File: src/rtl/vic_pkg.sv
package vic_pkg;
  localparam int DW = 32;

  typedef enum logic [2:0] {
    SEL_STAT  = 3'd0,
    SEL_PEND  = 3'd1,
    SEL_ENAB  = 3'd2,
    SEL_ACK   = 3'd3,
    SEL_SETEN = 3'd4,
    SEL_CLREN = 3'd5,
    SEL_VEC   = 3'd6,
    SEL_CTRL  = 3'd7
  } reg_sel_e;

  typedef struct packed {
    logic cap_on;   // bit 1: capture inputs into status
    logic out_on;   // bit 0: allow the combined output
  } ctrl_t;
endpackage

File: src/rtl/vic_src_cell.sv
module vic_src_cell #(
  parameter bit IS_EDGE = 1'b0
) (
  input  logic clk,
  input  logic rst_n,
  input  logic cap_en,
  input  logic irq_in,
  input  logic wr_load,
  input  logic load_val,
  input  logic ack_clr,
  output logic stat_o
);
  logic stat_q, prev_q, stat_d;

  always_comb begin
    stat_d = stat_q;
    if (wr_load) stat_d = load_val;
    if (ack_clr) stat_d = 1'b0;
    if (cap_en) begin
      if (IS_EDGE) begin
        if (irq_in && !prev_q) stat_d = 1'b1;
      end else begin
        stat_d = irq_in;
      end
    end
  end

  always_ff @(posedge clk or negedge rst_n) begin
    if (!rst_n) begin
      stat_q <= 1'b0;
      prev_q <= 1'b0;
    end else begin
      stat_q <= stat_d;
      prev_q <= irq_in;
    end
  end

  assign stat_o = stat_q;

  p_hold_nocap_r7: assert property (@(posedge clk) disable iff (!rst_n)
    (!cap_en && !wr_load && !ack_clr) |=> $stable(stat_q));

  if (IS_EDGE) begin : g_edge_chk
    p_edge_sticky_r9: assert property (@(posedge clk) disable iff (!rst_n)
      (stat_q && !ack_clr && !wr_load) |=> stat_q);
  end else begin : g_level_chk
    p_level_track_r8: assert property (@(posedge clk) disable iff (!rst_n)
      cap_en |=> (stat_q == $past(irq_in)));
  end
endmodule

File: src/rtl/vic_lowest.sv
module vic_lowest #(
  parameter int N  = 32,
  localparam int IW = (N > 1) ? $clog2(N) : 1
) (
  input  logic [N-1:0]  vec,
  output logic          found,
  output logic [IW-1:0] idx
);
  always_comb begin
    found = 1'b0;
    idx   = '0;
    for (int i = N - 1; i >= 0; i--) begin
      if (vec[i]) begin
        found = 1'b1;
        idx   = IW'(i);
      end
    end
  end
endmodule

File: src/rtl/vic_core.sv
module vic_core
  import vic_pkg::*;
#(
  parameter int          NSRC      = 32,
  parameter int          ADDR_W    = 8,
  parameter logic [31:0] EDGE_MASK = 32'h0000_0000,
  localparam int         IW        = (NSRC > 1) ? $clog2(NSRC) : 1
) (
  input  logic              clk,
  input  logic              rst_n,
  input  logic [NSRC-1:0]   irq_src,
  input  logic              bus_req,
  input  logic              bus_we,
  input  logic [ADDR_W-1:0] bus_addr,
  input  logic [DW-1:0]     bus_wdata,
  output logic [DW-1:0]     bus_rdata,
  output logic              bus_rvalid,
  output logic              irq_out
);
  logic            hit, wr, rd;
  reg_sel_e        sel;
  logic [NSRC-1:0] stat, en_q, pend, wd;
  ctrl_t           ctrl_q;
  logic            found;
  logic [IW-1:0]   idx;
  logic [DW-1:0]   vec_word, rd_mux;
  logic            unused_addr;

  assign unused_addr = ^bus_addr[1:0];
  assign hit = (bus_addr[ADDR_W-1:5] == '0);
  assign sel = reg_sel_e'(bus_addr[4:2]);
  assign wr  = bus_req && bus_we && hit;
  assign rd  = bus_req && !bus_we;
  assign wd  = bus_wdata[NSRC-1:0];

  for (genvar i = 0; i < NSRC; i++) begin : g_src
    vic_src_cell #(.IS_EDGE(EDGE_MASK[i])) u_cell (
      .clk      (clk),
      .rst_n    (rst_n),
      .cap_en   (ctrl_q.cap_on),
      .irq_in   (irq_src[i]),
      .wr_load  (wr && (sel == SEL_STAT)),
      .load_val (wd[i]),
      .ack_clr  (wr && (sel == SEL_ACK) && wd[i]),
      .stat_o   (stat[i])
    );
  end

  always_ff @(posedge clk or negedge rst_n) begin
    if (!rst_n) begin
      en_q   <= '0;
      ctrl_q <= '0;
    end else if (wr) begin
      case (sel)
        SEL_ENAB:  en_q   <= wd;
        SEL_SETEN: en_q   <= en_q | wd;
        SEL_CLREN: en_q   <= en_q & ~wd;
        SEL_CTRL:  ctrl_q <= ctrl_t'(bus_wdata[1:0]);
        default:   ;
      endcase
    end
  end

  assign pend = stat & en_q;

  vic_lowest #(.N(NSRC)) u_enc (
    .vec   (pend),
    .found (found),
    .idx   (idx)
  );

  assign vec_word = found ? DW'(idx) : '1;

  always_comb begin
    rd_mux = '0;
    if (hit) begin
      case (sel)
        SEL_STAT: rd_mux = DW'(stat);
        SEL_PEND: rd_mux = DW'(pend);
        SEL_ENAB: rd_mux = DW'(en_q);
        SEL_VEC:  rd_mux = vec_word;
        SEL_CTRL: rd_mux = DW'(ctrl_q);
        default:  rd_mux = '0;
      endcase
    end
  end

  always_ff @(posedge clk or negedge rst_n) begin
    if (!rst_n) begin
      bus_rdata  <= '0;
      bus_rvalid <= 1'b0;
    end else begin
      bus_rvalid <= rd;
      if (rd) bus_rdata <= rd_mux;
    end
  end

  assign irq_out = ctrl_q.out_on && ctrl_q.cap_on && (pend != '0);

  p_ack_clear_r5: assert property (@(posedge clk) disable iff (!rst_n)
    (wr && sel == SEL_ACK && !ctrl_q.cap_on) |=> ((stat & $past(wd)) == '0));
  p_set_en_r6: assert property (@(posedge clk) disable iff (!rst_n)
    (wr && sel == SEL_SETEN) |=> ((en_q & $past(wd)) == $past(wd)));
  p_clr_en_r6: assert property (@(posedge clk) disable iff (!rst_n)
    (wr && sel == SEL_CLREN) |=> ((en_q & $past(wd)) == '0));
  p_lowest_r3: assert property (@(posedge clk) disable iff (!rst_n)
    found |-> (pend[idx] && ((pend & ((NSRC'(1) << idx) - NSRC'(1))) == '0)));
  p_rvalid_r12: assert property (@(posedge clk) disable iff (!rst_n)
    rd |=> bus_rvalid);
  p_unmapped_r10: assert property (@(posedge clk) disable iff (!rst_n)
    (rd && !hit) |=> (bus_rdata == '0));
endmodule

File: config.mk
export PLATFORM = sky130hd
export DESIGN_NAME = vic_core
export DESIGN_NICKNAME = d
export VERILOG_FILES = /design/src/rtl/vic_pkg.sv /design/src/rtl/vic_src_cell.sv /design/src/rtl/vic_lowest.sv /design/src/rtl/vic_core.sv
export SDC_FILE = /design/constraint.sdc
export NUM_CORES = 1
export LEC_CHECK = 0
export ABC_AREA = 1
export BUFFER_PORTS_ARGS = -buffer_cell sky130_fd_sc_hd__buf_2
export CELL_PAD_IN_SITES_DETAIL_PLACEMENT = 1
export CELL_PAD_IN_SITES_GLOBAL_PLACEMENT = 1
export CORE_MARGIN = 5
export CORE_UTILIZATION = 40
export DETAILED_ROUTE_END_ITERATION = 16
export GPL_TIMING_DRIVEN = 0
export PLACE_DENSITY = 0.77
export SETUP_SLACK_MARGIN = 0.2
export SYNTH_ARGS = -nofsm -noshare
export SYNTH_HDL_FRONTEND = slang
export SYNTH_SLANG_ARGS = --single-unit
File: constraint.sdc
create_clock -name clk -period 2.77 [get_ports clk]
set_clock_uncertainty 0.1 [all_clocks]
set_input_delay 0.1385 -clock clk [delete_from_list [all_inputs] [get_ports clk]]
set_output_delay 0.1385 -clock clk [all_outputs]
set_load 0.02 [all_outputs]
# After elaboration in Yosys (flattened, before gate mapping)
# Index checks and enable logic that the tools add are counted.
# totals
memories	0
mem_bits_rw	0
latch_bits	0
ff_bits	99
romBits	0
out_inout_bits	34
inputBits	76
wordCells	290
# op_classes
div_mod_pow	0
n_addsub	0
eq_ne	7
magnitude_cmp	0
shifts	0
n_mul	0
n_bitwise	4
n_reduce_logical	78
muxes	164
# ops
cell	n
5-bit two-way mux	32
32-bit one-hot mux with 5 select lines	1
1-bit two-way mux	128
3-bit nonzero test	33
32-bit one-hot mux with 3 select lines	1
32-bit AND	2
32-bit two-way mux	2
1-bit logical AND	39
32-bit inverter	1
32-bit bitwise OR	1
32-bit nonzero test	1
3-bit equality test (second input constant)	4
3-bit by 2-bit equality test with 1-bit output (second input constant)	2
3-bit logical NOT	2
2-bit AND reduction	2
3-bit by 1-bit equality test with 1-bit output (second input constant)	1
1-bit logical NOT	1

# Longest topological paths before layout
# Gate-level depths: netlist of the first run.
# depth
ltp_word	36
depth_mapped	36
ltp_nobuf	36

# Modules after synthesis
# A second synthesis of the first run with hierarchy kept.
# hier_totals
cells_unflattened	1217
hier_area_um2	7126.8
# modules_own_cells
mod	n_inst	cells_per_inst	area_each_um2
vic_core	1	790	4762.1
vic_src_cell	32	10	60.1
vic_lowest	1	107	442.9

# Worst setup path before layout of the first run
# Ideal clock, no wire load.
# synth_timing
path_kind	reg2reg
from	register g_src[31].u_cell.stat_q
to	register bus_rdata[0]
synth_period_minus_slack_ns	2.168
path_buffers	0
required_ns	2.554
setup_slack_ns	0.602
setup_time_ns	0.116
t_arrival_ns	1.951
stages_incl_launch_ff	37
cell_sequence	dfrtp_1 nand2_2 clkinv_1 nand2_1 nand2_1 nand2_1 nand2_1 nand2_1 nand2_1 nand2_1 nand2_1 nand2_1 nand2_1 nand2_1 nand2_1 nand2_1 nand2_1 nand2_1 nand2_1 nand2_1 nand2_1 nand2_1 nand2_1 nand2_1 nand2_1 nand2_1 nand2_1 nand2_1 nand2_1 nand2_1 nand2_1 nand2_1 nand2_1 nand2_1 nand2_1 nand2_1 nand2_1
# synth_via
elab_chain_len	36
# synth_lines
element	line	text
start: declaration	vic_src_cell.sv:13	logic stat_q, prev_q, stat_d;
start signal: assignment	vic_src_cell.sv:33	stat_q <= stat_d;
32-bit AND (*)	vic_core.sv:64	assign pend = stat & en_q;
5-bit two-way mux or 1-bit two-way mux (tied branches) (32 in series)	vic_lowest.sv:13	if (vec[i]) begin
32-bit two-way mux (*)	vic_core.sv:72	assign vec_word = found ? DW'(idx) : '1;
32-bit one-hot mux with 5 select lines (*)	vic_core.sv:77	case (sel)
32-bit two-way mux (*)	vic_core.sv:76	if (hit) begin
end signal: assignment	vic_core.sv:94	if (rd) bus_rdata <= rd_mux;
end: declaration	vic_core.sv:16	output logic [DW-1:0] bus_rdata,
# Every way passes the cells marked *; elsewhere a longest branch is shown, timed or not.
# A chain may end at the register's enable or synchronous reset.

# Worst setup path after layout of the first run
# Same ends and word-level chain as after synthesis.

==> out/summary.md, run 1 <==
- **status** completed
- **number of synthesis warnings** 0
- **total track usage** 0.2711
- **iteration count of the initial detailed-routing pass** 4
- **Worst Reg2Reg Path Length in Cells** 36
- **I/O pin total** 110
- **synthesized cell area** 5429 um^2
- **launching instance or port of the critical path** g_src[31].u_cell.stat_o
- **detailed-route vias per instance** 5.652
- **number of global-route vias before repair** 6677
- **synthesized net count** 790
- **average routed wire per standard cell** 19.88 um
- **kind of path behind the tightest hold check** in2reg
- **CTS Sinks** 99
- **CP Data Required Time** 2920 ps
- **async set or reset register ratio after synthesis** 1.000
- **startpoint class of the critical path** flop
- **most used flip-flop cell after synthesis** sky130_fd_sc_hd__dfrtp_1
- **largest net degree at the start of global routing** 51
- **depth of the CTS H-tree** 3
- **leakage power total** 3.627 nW
- **critical path capture point type** flop
- **final WL** 21.49 mm
- **total gr overflow** 0
- **core region area** 13300 um^2
- **register-to-register setup slack** 130 ps
- **Initial Util** 0.4083
- **clock tree root buffer cell** sky130_fd_sc_hd__clkbuf_16
- **largest family of logic cells by synthesized area** compound AO/OA/AOI/OAI gates
- **simple logic cell fraction of the synthesized area** 0.1906
- **area fraction of the dominant cell type after synthesis** 0.4563
- **end point of the most critical hold path** g_src[1].u_cell.stat_o
- **gate count of the mapped netlist** 714
- **Slew headroom** 0.2645
- **vias after detailed routing** 6110
- **critical hold path startpoint** bus_wdata[1]
- **CP max stage cell** sky130_fd_sc_hd__dfrtp_1
- **proportion of synthesized area in mux cells** 0
- **number of antenna violations at the first check in global routing** 0
- **Port Buffers** 107
- **transition time of the tightest slew-check pin** 1093 ps
- **DRC violations left** 0
- **most repeated cell in the gate-level netlist after synthesis** sky130_fd_sc_hd__nand2_1
- **count of cell types in the netlist** 24
- **Max Fclk** 378.8 MHz
- **Synth Area in Compound Gates** 0.2680
- **fin. max-slew vios** 0
- **sequential share of the synthesized area** 0.4563
- **routability cong.** 0.9182
- **cell type with the highest aggregate area in the netlist** sky130_fd_sc_hd__dfrtp_1
- **floorplan die area** 16000 um^2
- **area share of fa/ha/maj cells after synthesis** 0
- **capturing point of the worst reg2reg path** bus_rdata[0]
- **most area-consuming cells after synthesis** sky130_fd_sc_hd__dfrtp_1 46%, sky130_fd_sc_hd__nand2_1 10%, sky130_fd_sc_hd__a21oi_1 6.4%, sky130_fd_sc_hd__inv_1 4.8%, sky130_fd_sc_hd__o22ai_1 4.8%
- **Iteration-0 DRC Markers** 380
- **crit path max fanout** 2
- **maximum single-stage delay on the critical path** 400 ps
- **Total Neg Setup Slack** 0 ps
- **number of nets in the finished design** 976
- **number of max-capacitance violations reported** 0
- **most used cell along the critical path** sky130_fd_sc_hd__nand2_1
- **setup violators final** 0
- **estimated wirelength of the detail-placed design** 14.86 mm
- **Longest Clk Path Bufs** 2
- **number of failing hold endpoints at the final stage** 0
- **clk_lat worst skew** 360 ps
- **number of clock buffers inserted by TritonCTS** 9
- **count of nets left with antenna violations after detail routing** 0
- **global-route wire length before repair** 34.52 mm
- **Synth top cells by count** 150 x sky130_fd_sc_hd__nand2_1, 99 x sky130_fd_sc_hd__dfrtp_1, 70 x sky130_fd_sc_hd__inv_1
- **hold slack** 4.731 ps
- **arrival time worst endpoint** 2790 ps
- **synthesis-to-layout area growth** 32.40%
- **Mapped Avg Cell Area** 7.604 um^2
- **Post-Synth XOR/XNOR Area** 0
- **setup repair after global routing missed its margin** yes
- **fraction of final layout cells with drive strength greater than 1** 0.1646
- **Worst VDD drop** 0.0003368 V
- **final clock period utilization by the worst path** 0.9531
- **path type of the worst setup path** reg2reg
- **Vert. Die Dim** 126.5 um
- **post-synthesis register bit count** 99
- **worst flop-to-flop path startpoint** g_src[31].u_cell.stat_o
- **power density over cell area** 689.0 nW/um^2
- **width of the chip** 126.5 um
- **FP Rows** 42
- **n_diodes** 0
- **TritonCTS clock tree** done
- **number of synthesized flops with an enable pin** 0
- **final period demand of the worst path** 2640 ps
- **Min-Delay Path Depth** 3
- **clock-pin transition on the worst setup and hold timing paths** 80 ps
- **Util after Layout** 0.5407
-- cell families (layout without fill, tap and decap cells) --
family	after synthesis	in the layout
and+or+nand+nor	256	256
buffers and inverters	121	312
DFF	99	99
AOI/OAI and AO/OA	238	238
-- metal layers --
metal  global-route usage  share of wire
met2               0.4493           0.48
met5                    0              0
met3              0.03825          0.048
met1               0.3551           0.44
met4               0.1161          0.032
-- layout by cell type, fill, tap and decap left out, types with 39 or more instances in the layout --
cell,synthesis,routed
sky130_fd_sc_hd__nand2_1,150,146
sky130_fd_sc_hd__buf_2,0,106
sky130_fd_sc_hd__dfrtp_1,99,99
sky130_fd_sc_hd__inv_1,70,70
sky130_fd_sc_hd__a21oi_1,69,68
sky130_fd_sc_hd__dlygate4sd3_1,0,64
sky130_fd_sc_hd__nor2_1,55,55
sky130_fd_sc_hd__o22ai_1,42,42
sky130_fd_sc_hd__clkbuf_1,40,39
-- where the power goes --
| group | switching [W] | leakage [nW] | internal (W) |
|---|---|---|---|
| Clock | 0.000583 | 0.146 | 0.000709 |
| Sequential | 0.000314 | 1.19 | 0.00178 |
| Combinational | 0.000933 | 2.30 | 0.000628 |
-- cell type report --
| cell class | instances | area [um^2] |
|---|---|---|
| Inverter | 80 | 300.3 |
| Clock inverter | 1 | 5.005 |
| Multi-Input combinational cell | 494 | 2504 |
| Clock buffer | 15 | 287.8 |
| Fill cell | 1703 | 6107 |
| Buffer | 41 | 165.2 |
| Tap cell | 176 | 220.2 |
| Timing Repair Buffer | 175 | 1229 |
| Sequential cell | 99 | 2477 |
-- critical path: cells and delay by family (launching register included) --
kind	cells	cell delay (ps)
simple gates	35	2010
flops	1	400
buf+inv	1	40
-- how the worst max path moves through the flow --
stage / depth (start not counted) / end / slack, ps
2_1_floorplan: 36 / bus_rdata[0] / 600
4_1_cts: 36 / bus_rdata[0] / 160
3_5_place_dp: 36 / bus_rdata[0] / 150
6_report: 36 / bus_rdata[0] / 130
5_1_grt: 34 / bus_rdata[0] / -270
3_3_place_gp: 36 / bus_rdata[0] / 180
-- state kept, by name, summed over array words and instances (netlist names) --
| signal | cells |
|---|---|
| bus_rdata | 32 |
| g_src.u_cell.stat_o | 32 |
| ctrl_q | 2 |
| en_q | 32 |
| bus_rvalid | 1 |
-- what timing repair did --
item                                    CTS  global route
hold buffers                             64             0
buffers inserted                          2             1
endpoints found under the setup margin    2             3
hold endpoints to repair                 97             0
pin swaps                                 1             8
resized for setup                         1            10
-- through the flow --
stage | area (um^2) | setup slack (ps) | total power [W] | std cells
finish | 7188 | 130.0 | 0.004953 | 1081
global route | 7188 | -271.8 | 0.005283 | 1081
CTS | 7164 | 162.0 | 0.004899 | 1080
detailed placement | 6215 | 153.5 | 0.003505 | 998
global placement | 6185 | 179.3 | 0.003399 | 997
floorplan | 5429 | 602.3 | 0.003012 | 714
Note: power is estimated with default switching activity, not from simulation.
==> run 2, diff against run 1 <==
--- a/config.mk
+++ b/config.mk
@@ -13,8 +13,7 @@
 export CORE_UTILIZATION = 40
 export DETAILED_ROUTE_END_ITERATION = 16
 export GPL_TIMING_DRIVEN = 0
-export PLACE_DENSITY = 0.77
-export SETUP_SLACK_MARGIN = 0.2
+export PLACE_DENSITY_LB_ADDON = 0.1
 export SYNTH_ARGS = -nofsm -noshare
 export SYNTH_HDL_FRONTEND = slang
 export SYNTH_SLANG_ARGS = --single-unit
==> run 2 against run 1 <==
Net effect: non-clock buffer count is 19 higher; critical path depth fell by 27; sequential cell count unchanged; die area unchanged; wire length increased by 6.8%; largest power group unchanged.
==> out/summary.md, run 2 (synthesis results as in run 1) <==
- **status** completed
- **Port Buffers** 107, unchanged
- **vias after detailed routing** 6277, +2.7%
- **DRC violations left** 0, unchanged
- **setup repair after global routing missed its margin** yes
- **fraction of final layout cells with drive strength greater than 1** 0.1625, -0.002127
- **most common cell after layout, fill and taps aside** sky130_fd_sc_hd__nand2_1
- **critical path capture point type** flop
- **width of the chip** 126.5 um, unchanged
- **highest-count cells in the layout ignoring fill and taps** 149 x sky130_fd_sc_hd__nand2_1, 106 x sky130_fd_sc_hd__buf_2, 99 x sky130_fd_sc_hd__dfrtp_1, 85 x sky130_fd_sc_hd__dlygate4sd3_1, 70 x sky130_fd_sc_hd__inv_1
- **register-to-register setup slack** 160 ps, +30 ps
- **startpoint class of the critical path** primary input
- **synthesis-to-layout area growth** 36.07%
- **Slew headroom** 0.4498, +0.1854
- **path type of the worst setup path** in2reg
- **final WL** 22.96 mm, +6.8%
- **global-route wire length before repair** 36.29 mm, +5.1%
- **leakage power total** 3.697 nW, +1.9%
- **CTS Sinks** 99, unchanged
- **number of antenna violations at the first check in global routing** 0, unchanged
- **number of failing hold endpoints at the final stage** 0, unchanged
- **power density over cell area** 706.8 nW/um^2, +2.6%
- **estimated wirelength of the detail-placed design** 15.11 mm, +1.6%
- **crit path max fanout** 10, +8
- **FP Rows** 42, unchanged
- **Design Area, Final** 7387 um^2, +2.8%
- **total gr overflow** 0, unchanged
- **number of max-capacitance violations reported** 0, unchanged
- **count of nets left with antenna violations after detail routing** 0, unchanged
- **Worst Reg2Reg Path Length in Cells** 7, -81%
- **TritonCTS clock tree** done
- **kind of path behind the tightest hold check** in2reg
- **Iteration-0 DRC Markers** 363, -4.5%
- **iteration count of the initial detailed-routing pass** 5, +1
- **fin. max-slew vios** 0, unchanged
- **Vert. Die Dim** 126.5 um, unchanged
- **Worst VDD drop** 0.0003452 V, +2.5%
- **final std cells w/o fill** 1099, +1.7%
- **clk_lat worst skew** 360 ps, about the same
- **number of nets in the finished design** 995, +1.9%
- **n_diodes** 0, unchanged
- **setup violators final** 0, unchanged
- **Initial Util** 0.4083, unchanged
- **DP Cell Count** 998, unchanged
- **final clock period utilization by the worst path** 0.9541, +0.001009
- **arrival time worst endpoint** 2840 ps, +50 ps
- **total track usage** 0.2891, +0.01794
- **floorplan die area** 16000 um^2, unchanged
- **transition time of the tightest slew-check pin** 818.9 ps, -274.3 ps
- **detailed-route vias per instance** 5.712, +1.1%
- **I/O pin total** 110, unchanged
- **final period demand of the worst path** 2643 ps, +2.796 ps
- **Min-Delay Path Depth** 3, unchanged
- **Longest Clk Path Bufs** 2, unchanged
- **depth of the CTS H-tree** 3, unchanged
- **number of global-route vias before repair** 6799, +1.8%
- **Max Fclk** 378.4 MHz, -0.11%
- **clock-pin transition on the worst setup and hold timing paths** 70 ps, about the same
- **hold slack** 2.479 ps, -2.253 ps
- **number of clock buffers inserted by TritonCTS** 9, unchanged
- **total placed instance area** 6215 um^2, unchanged
- **routability cong.** 0.8419, -8.3%
- **clock tree root buffer cell** sky130_fd_sc_hd__clkbuf_16
- **largest net degree at the start of global routing** 67, +31%
- **core region area** 13300 um^2, unchanged
- **average routed wire per standard cell** 20.89 um, +5.1%
- **CP Data Required Time** 2960 ps, +40 ps
[run 2: worst paths after layout]
| path | start | to |
|---|---|---|
| worst min-delay path | bus_wdata[4] | en_q[4] |
| max in group asynchronous | rst_n | g_src[10].u_cell.stat_o |
| worst min register to register | bus_rdata[24] | bus_rdata[24] |
| min in group asynchronous | rst_n | g_src[27].u_cell.stat_o |
| worst max register to register | ctrl_q[1] | g_src[26].u_cell.stat_o |
| worst max-delay path | bus_we | g_src[27].u_cell.stat_o |
[run 2: per-layer routing]
metal	vias to the layer above	part of all wire	global-route usage	wire length, um
met5	-	0	0	0
met4	0	0.023	0.1123	532
met3	45	0.053	0.04624	1208
met2	204	0.49	0.4888	11320
met1	3154	0.43	0.3717	9901
li1	2874	-	-	-
[run 2: cell type report]
cell class                      count  area, um^2
Clock buffer                       11       242.7
Buffer                             41       172.7
Fill cell                        1705        5908
Sequential cell                    99        2477
Inverter                           80       300.3
Tap cell                          176       220.2
Multi-Input combinational cell    494        2499
Timing Repair Buffer              194        1424
Clock inverter                      4       51.30
[run 2: metrics by stage]
stage	total power [W]	util	setup slack (ps)	setup TNS, ps
2_1_floorplan	0.003012	-	602.3	0
3_3_place_gp	0.003409	0.4652	188.6	0
3_5_place_dp	0.003512	0.4674	169.1	0
4_1_cts	0.005154	0.5535	19.97	0
5_1_grt	0.005526	0.5556	-215.8	-215.8
6_report	0.005221	0.5556	127.2	0
[run 2: critical path: stages]
cell                            delay [ps]
sky130_fd_sc_hd__dlygate4sd3_1         540
sky130_fd_sc_hd__buf_2                 130
sky130_fd_sc_hd__nand3_1                70
sky130_fd_sc_hd__inv_1                 100
sky130_fd_sc_hd__nand2_1               330
sky130_fd_sc_hd__clkbuf_1              560
sky130_fd_sc_hd__nand3_1               140
sky130_fd_sc_hd__a31oi_1               230
sky130_fd_sc_hd__dlygate4sd3_1         580
[run 2: what timing repair did]
action	in CTS	in global routing
setup buffers	0	1
endpoints found under the setup margin	0	40
hold endpoints to repair	87	0
gates resized for setup	0	21
hold buffers	85	0
[run 2: power breakdown]
| part | total, W | switching, W | internal [W] |
|---|---|---|---|
| clock network | 0.00132 | 0.000593 | 0.000722 |
| logic | 0.00181 | 0.000976 | 0.000833 |
| registers | 0.00210 | 0.000313 | 0.00178 |
==> run 3, diff against run 2 <==
--- a/config.mk
+++ b/config.mk
@@ -9,7 +9,8 @@
 export BUFFER_PORTS_ARGS = -buffer_cell sky130_fd_sc_hd__buf_2
 export CELL_PAD_IN_SITES_DETAIL_PLACEMENT = 1
 export CELL_PAD_IN_SITES_GLOBAL_PLACEMENT = 1
-export CORE_MARGIN = 5
+export CORE_ASPECT_RATIO = 0.8
+export CORE_MARGIN = 2
 export CORE_UTILIZATION = 40
 export DETAILED_ROUTE_END_ITERATION = 16
 export GPL_TIMING_DRIVEN = 0
==> run 3 against run 2 <==
Net effect: non-clock buffer count down 17; combinational power down 13%; critical path type unchanged; global-route usage up 1.6 points; clock power increased by 7%; fmax decreased by 1.0%; largest power group unchanged; sequential power barely moved; first-iteration DRC count grew 0.83%; highest routed layer unchanged; via count decreased by 2.5%; clock-buffer cell count decreased by 1; sequential cell count is the same; setup slack worse by 27 ps; power down 2.6%.
==> out/summary.md, run 3 (synthesis results as in run 1) <==
- **DRC violations left** 0, unchanged
- **iteration count of the initial detailed-routing pass** 4, -1
- **most common cell after layout, fill and taps aside** sky130_fd_sc_hd__nand2_1
- **Place WS** 131.7 ps, -37.33 ps
- **startpoint class of the critical path** primary input
- **hold slack** 6.950 ps, +4.472 ps
- **number of global-route vias before repair** 6453, -5.1%
- **number of failing hold endpoints at the final stage** 0, unchanged
- **Port Buffers** 107, unchanged
- **estimated wirelength of the detail-placed design** 14.70 mm, -2.7%
- **fin. max-slew vios** 0, unchanged
- **clock-pin transition on the worst setup and hold timing paths** 70 ps, about the same
- **number of antenna violations at the first check in global routing** 0, unchanged
- **total track usage** 0.3051, +0.01606
- **width of the chip** 134.3 um, +6.1%
- **critical path capture point type** flop
- **number of clock buffers inserted by TritonCTS** 9, unchanged
- **leakage power total** 3.655 nW, -1.2%
- **setup repair after global routing missed its margin** yes
- **Iteration-0 DRC Markers** 366, +0.83%
- **GR met3 Demand/Resource** 0.05532, +0.009083
- **vias after detailed routing** 6120, -2.5%
- **largest net degree at the start of global routing** 60, -10%
- **PnR worst setup slack** 100.1 ps, -27.07 ps
- **status** completed
- **fraction of final layout cells with drive strength greater than 1** 0.1676, +0.005072
- **GR Layer Usage met2** 0.5058, +0.01704
- **n_diodes** 0, unchanged
- **Global Route met1 Usage** 0.4152, +0.04354
- **count of nets left with antenna violations after detail routing** 0, unchanged
- **FP Rows** 38, -9.5%
- **DP Cell Count** 1002, +0.40%
- **routability cong.** 0.8746, +3.9%
- **register-to-register setup slack** 100 ps, -60 ps
- **Slew headroom** 0.4738, +0.02395
- **Longest Clk Path Bufs** 2, unchanged
- **global-route wire length before repair** 33.90 mm, -6.6%
- **Initial Util** 0.4049, -0.003429
- **final clock period utilization by the worst path** 0.9639, +0.009773
- **clk_lat worst skew** 360 ps, about the same
- **TritonCTS clock tree** done
- **synthesis-to-layout area growth** 33.53%
- **highest-count cells in the layout ignoring fill and taps** 147 x sky130_fd_sc_hd__nand2_1, 106 x sky130_fd_sc_hd__buf_2, 99 x sky130_fd_sc_hd__dfrtp_1, 70 x sky130_fd_sc_hd__inv_1, 69 x sky130_fd_sc_hd__a21oi_1
- **CP Data Required Time** 2970 ps, about the same
- **Util after Layout** 0.5407, -0.01493
- **arrival time worst endpoint** 2870 ps, +30 ps
- **count of filler cells inserted in the layout** 1708, +0.18%
- **depth of the CTS H-tree** 3, unchanged
- **final period demand of the worst path** 2670 ps, +27.07 ps
- **I/O pin total** 110, unchanged
- **average routed wire per standard cell** 19.82 um, -5.1%
- **CTS Sinks** 99, unchanged
- **worst flop-to-flop path startpoint** g_src[31].u_cell.stat_o
- **most used routing layer in global routing** met2
- **capturing point of the worst reg2reg path** bus_rdata[0]
- **setup violators final** 0, unchanged
- **critical hold path startpoint** bus_wdata[29]
- **final WL** 21.55 mm, -6.1%
- **crit path max fanout** 10, unchanged
- **transition time of the tightest slew-check pin** 789.3 ps, -29.62 ps
- **total gr overflow** 0, unchanged
- **end point of the most critical hold path** g_src[29].u_cell.stat_o
- **path type of the worst setup path** in2reg
- **core region area** 13410 um^2, +0.85%
- **Vert. Die Dim** 108.2 um, -14%
- **clock tree root buffer cell** sky130_fd_sc_hd__clkbuf_16
- **power density over cell area** 701.3 nW/um^2, -0.78%
- **Max Fclk** 374.5 MHz, -1.0%
- **Min-Delay Path Depth** 3, unchanged
- **Worst Reg2Reg Path Length in Cells** 36, +29
- **final std cells w/o fill** 1087, -1.1%
- **detailed-route vias per instance** 5.630, -1.4%
- **Worst VDD drop** 0.0003876 V, +12%
- **floorplan die area** 14530 um^2, -9.2%
- **kind of path behind the tightest hold check** in2reg
- **number of max-capacitance violations reported** 0, unchanged
- **number of nets in the finished design** 978, -1.7%
[run 3: report_power, final]
group          switching [W]  internal [W]
clock               0.000590      0.000819
sequential          0.000313       0.00178
combinational       0.000937      0.000641
total                0.00184       0.00324
[run 3: worst max-delay path, stage by stage]
cell and delay (ps):
sky130_fd_sc_hd__dlygate4sd3_1 530, sky130_fd_sc_hd__buf_2 130, sky130_fd_sc_hd__nand3_1 70, sky130_fd_sc_hd__inv_1 100, sky130_fd_sc_hd__nand2_1 360, sky130_fd_sc_hd__clkbuf_1 600
sky130_fd_sc_hd__nand3_1 180, sky130_fd_sc_hd__a31oi_1 190, sky130_fd_sc_hd__dlygate4sd3_1 550
[run 3: worst max-delay path by stage]
stage	cells past startpoint	from	to
after floorplan	36	g_src[31].u_cell.stat_o	bus_rdata[0]
after global placement	36	g_src[31].u_cell.stat_o	bus_rdata[0]
after detailed placement	36	g_src[31].u_cell.stat_o	bus_rdata[0]
after CTS	7	ctrl_q[1]	g_src[5].u_cell.stat_o
after global routing	36	g_src[31].u_cell.stat_o	bus_rdata[0]
final	9	bus_we	g_src[25].u_cell.stat_o
[run 3: timing repair]
item	CTS	global route
buffers inserted	0	3
hold buffers	66	0
endpoints found under the hold margin	87	0
resized for setup	0	15
setup endpoints to repair	0	13
[run 3: cell type report]
| type | instances | area, um^2 | area share |
|---|---|---|---|
| clock buffers | 10 | 239.0 | 0.03297 |
| well taps | 180 | 225.2 | 0.03107 |
| multi-input cells | 494 | 2504 | 0.3454 |
| inverters | 80 | 300.3 | 0.04142 |
| flip-flops and latches | 99 | 2477 | 0.3417 |
| repair buffers | 177 | 1249 | 0.1722 |
| plain buffers | 41 | 167.7 | 0.02313 |
| clock inverters | 6 | 87.58 | 0.01208 |
[run 3: through the flow]
| step | power, W | TNS, ps | area [um^2] |
|---|---|---|---|
| 2_1_floorplan | 0.003012 | 0 | 5429 |
| 3_3_place_gp | 0.003408 | 0 | 6190 |
| 3_5_place_dp | 0.003510 | 0 | 6220 |
| 4_1_cts | 0.005030 | 0 | 7207 |
| 5_1_grt | 0.005413 | -285.3 | 7249 |
| 6_report | 0.005084 | 0 | 7249 |
[run 3: metal layers]
layer / vias to the layer above / routed length, um
li1: 2838 / -
met3: 22 / 1284
met4: 0 / 278
met5: - / 0
met2: 205 / 10180
met1: 3055 / 9802
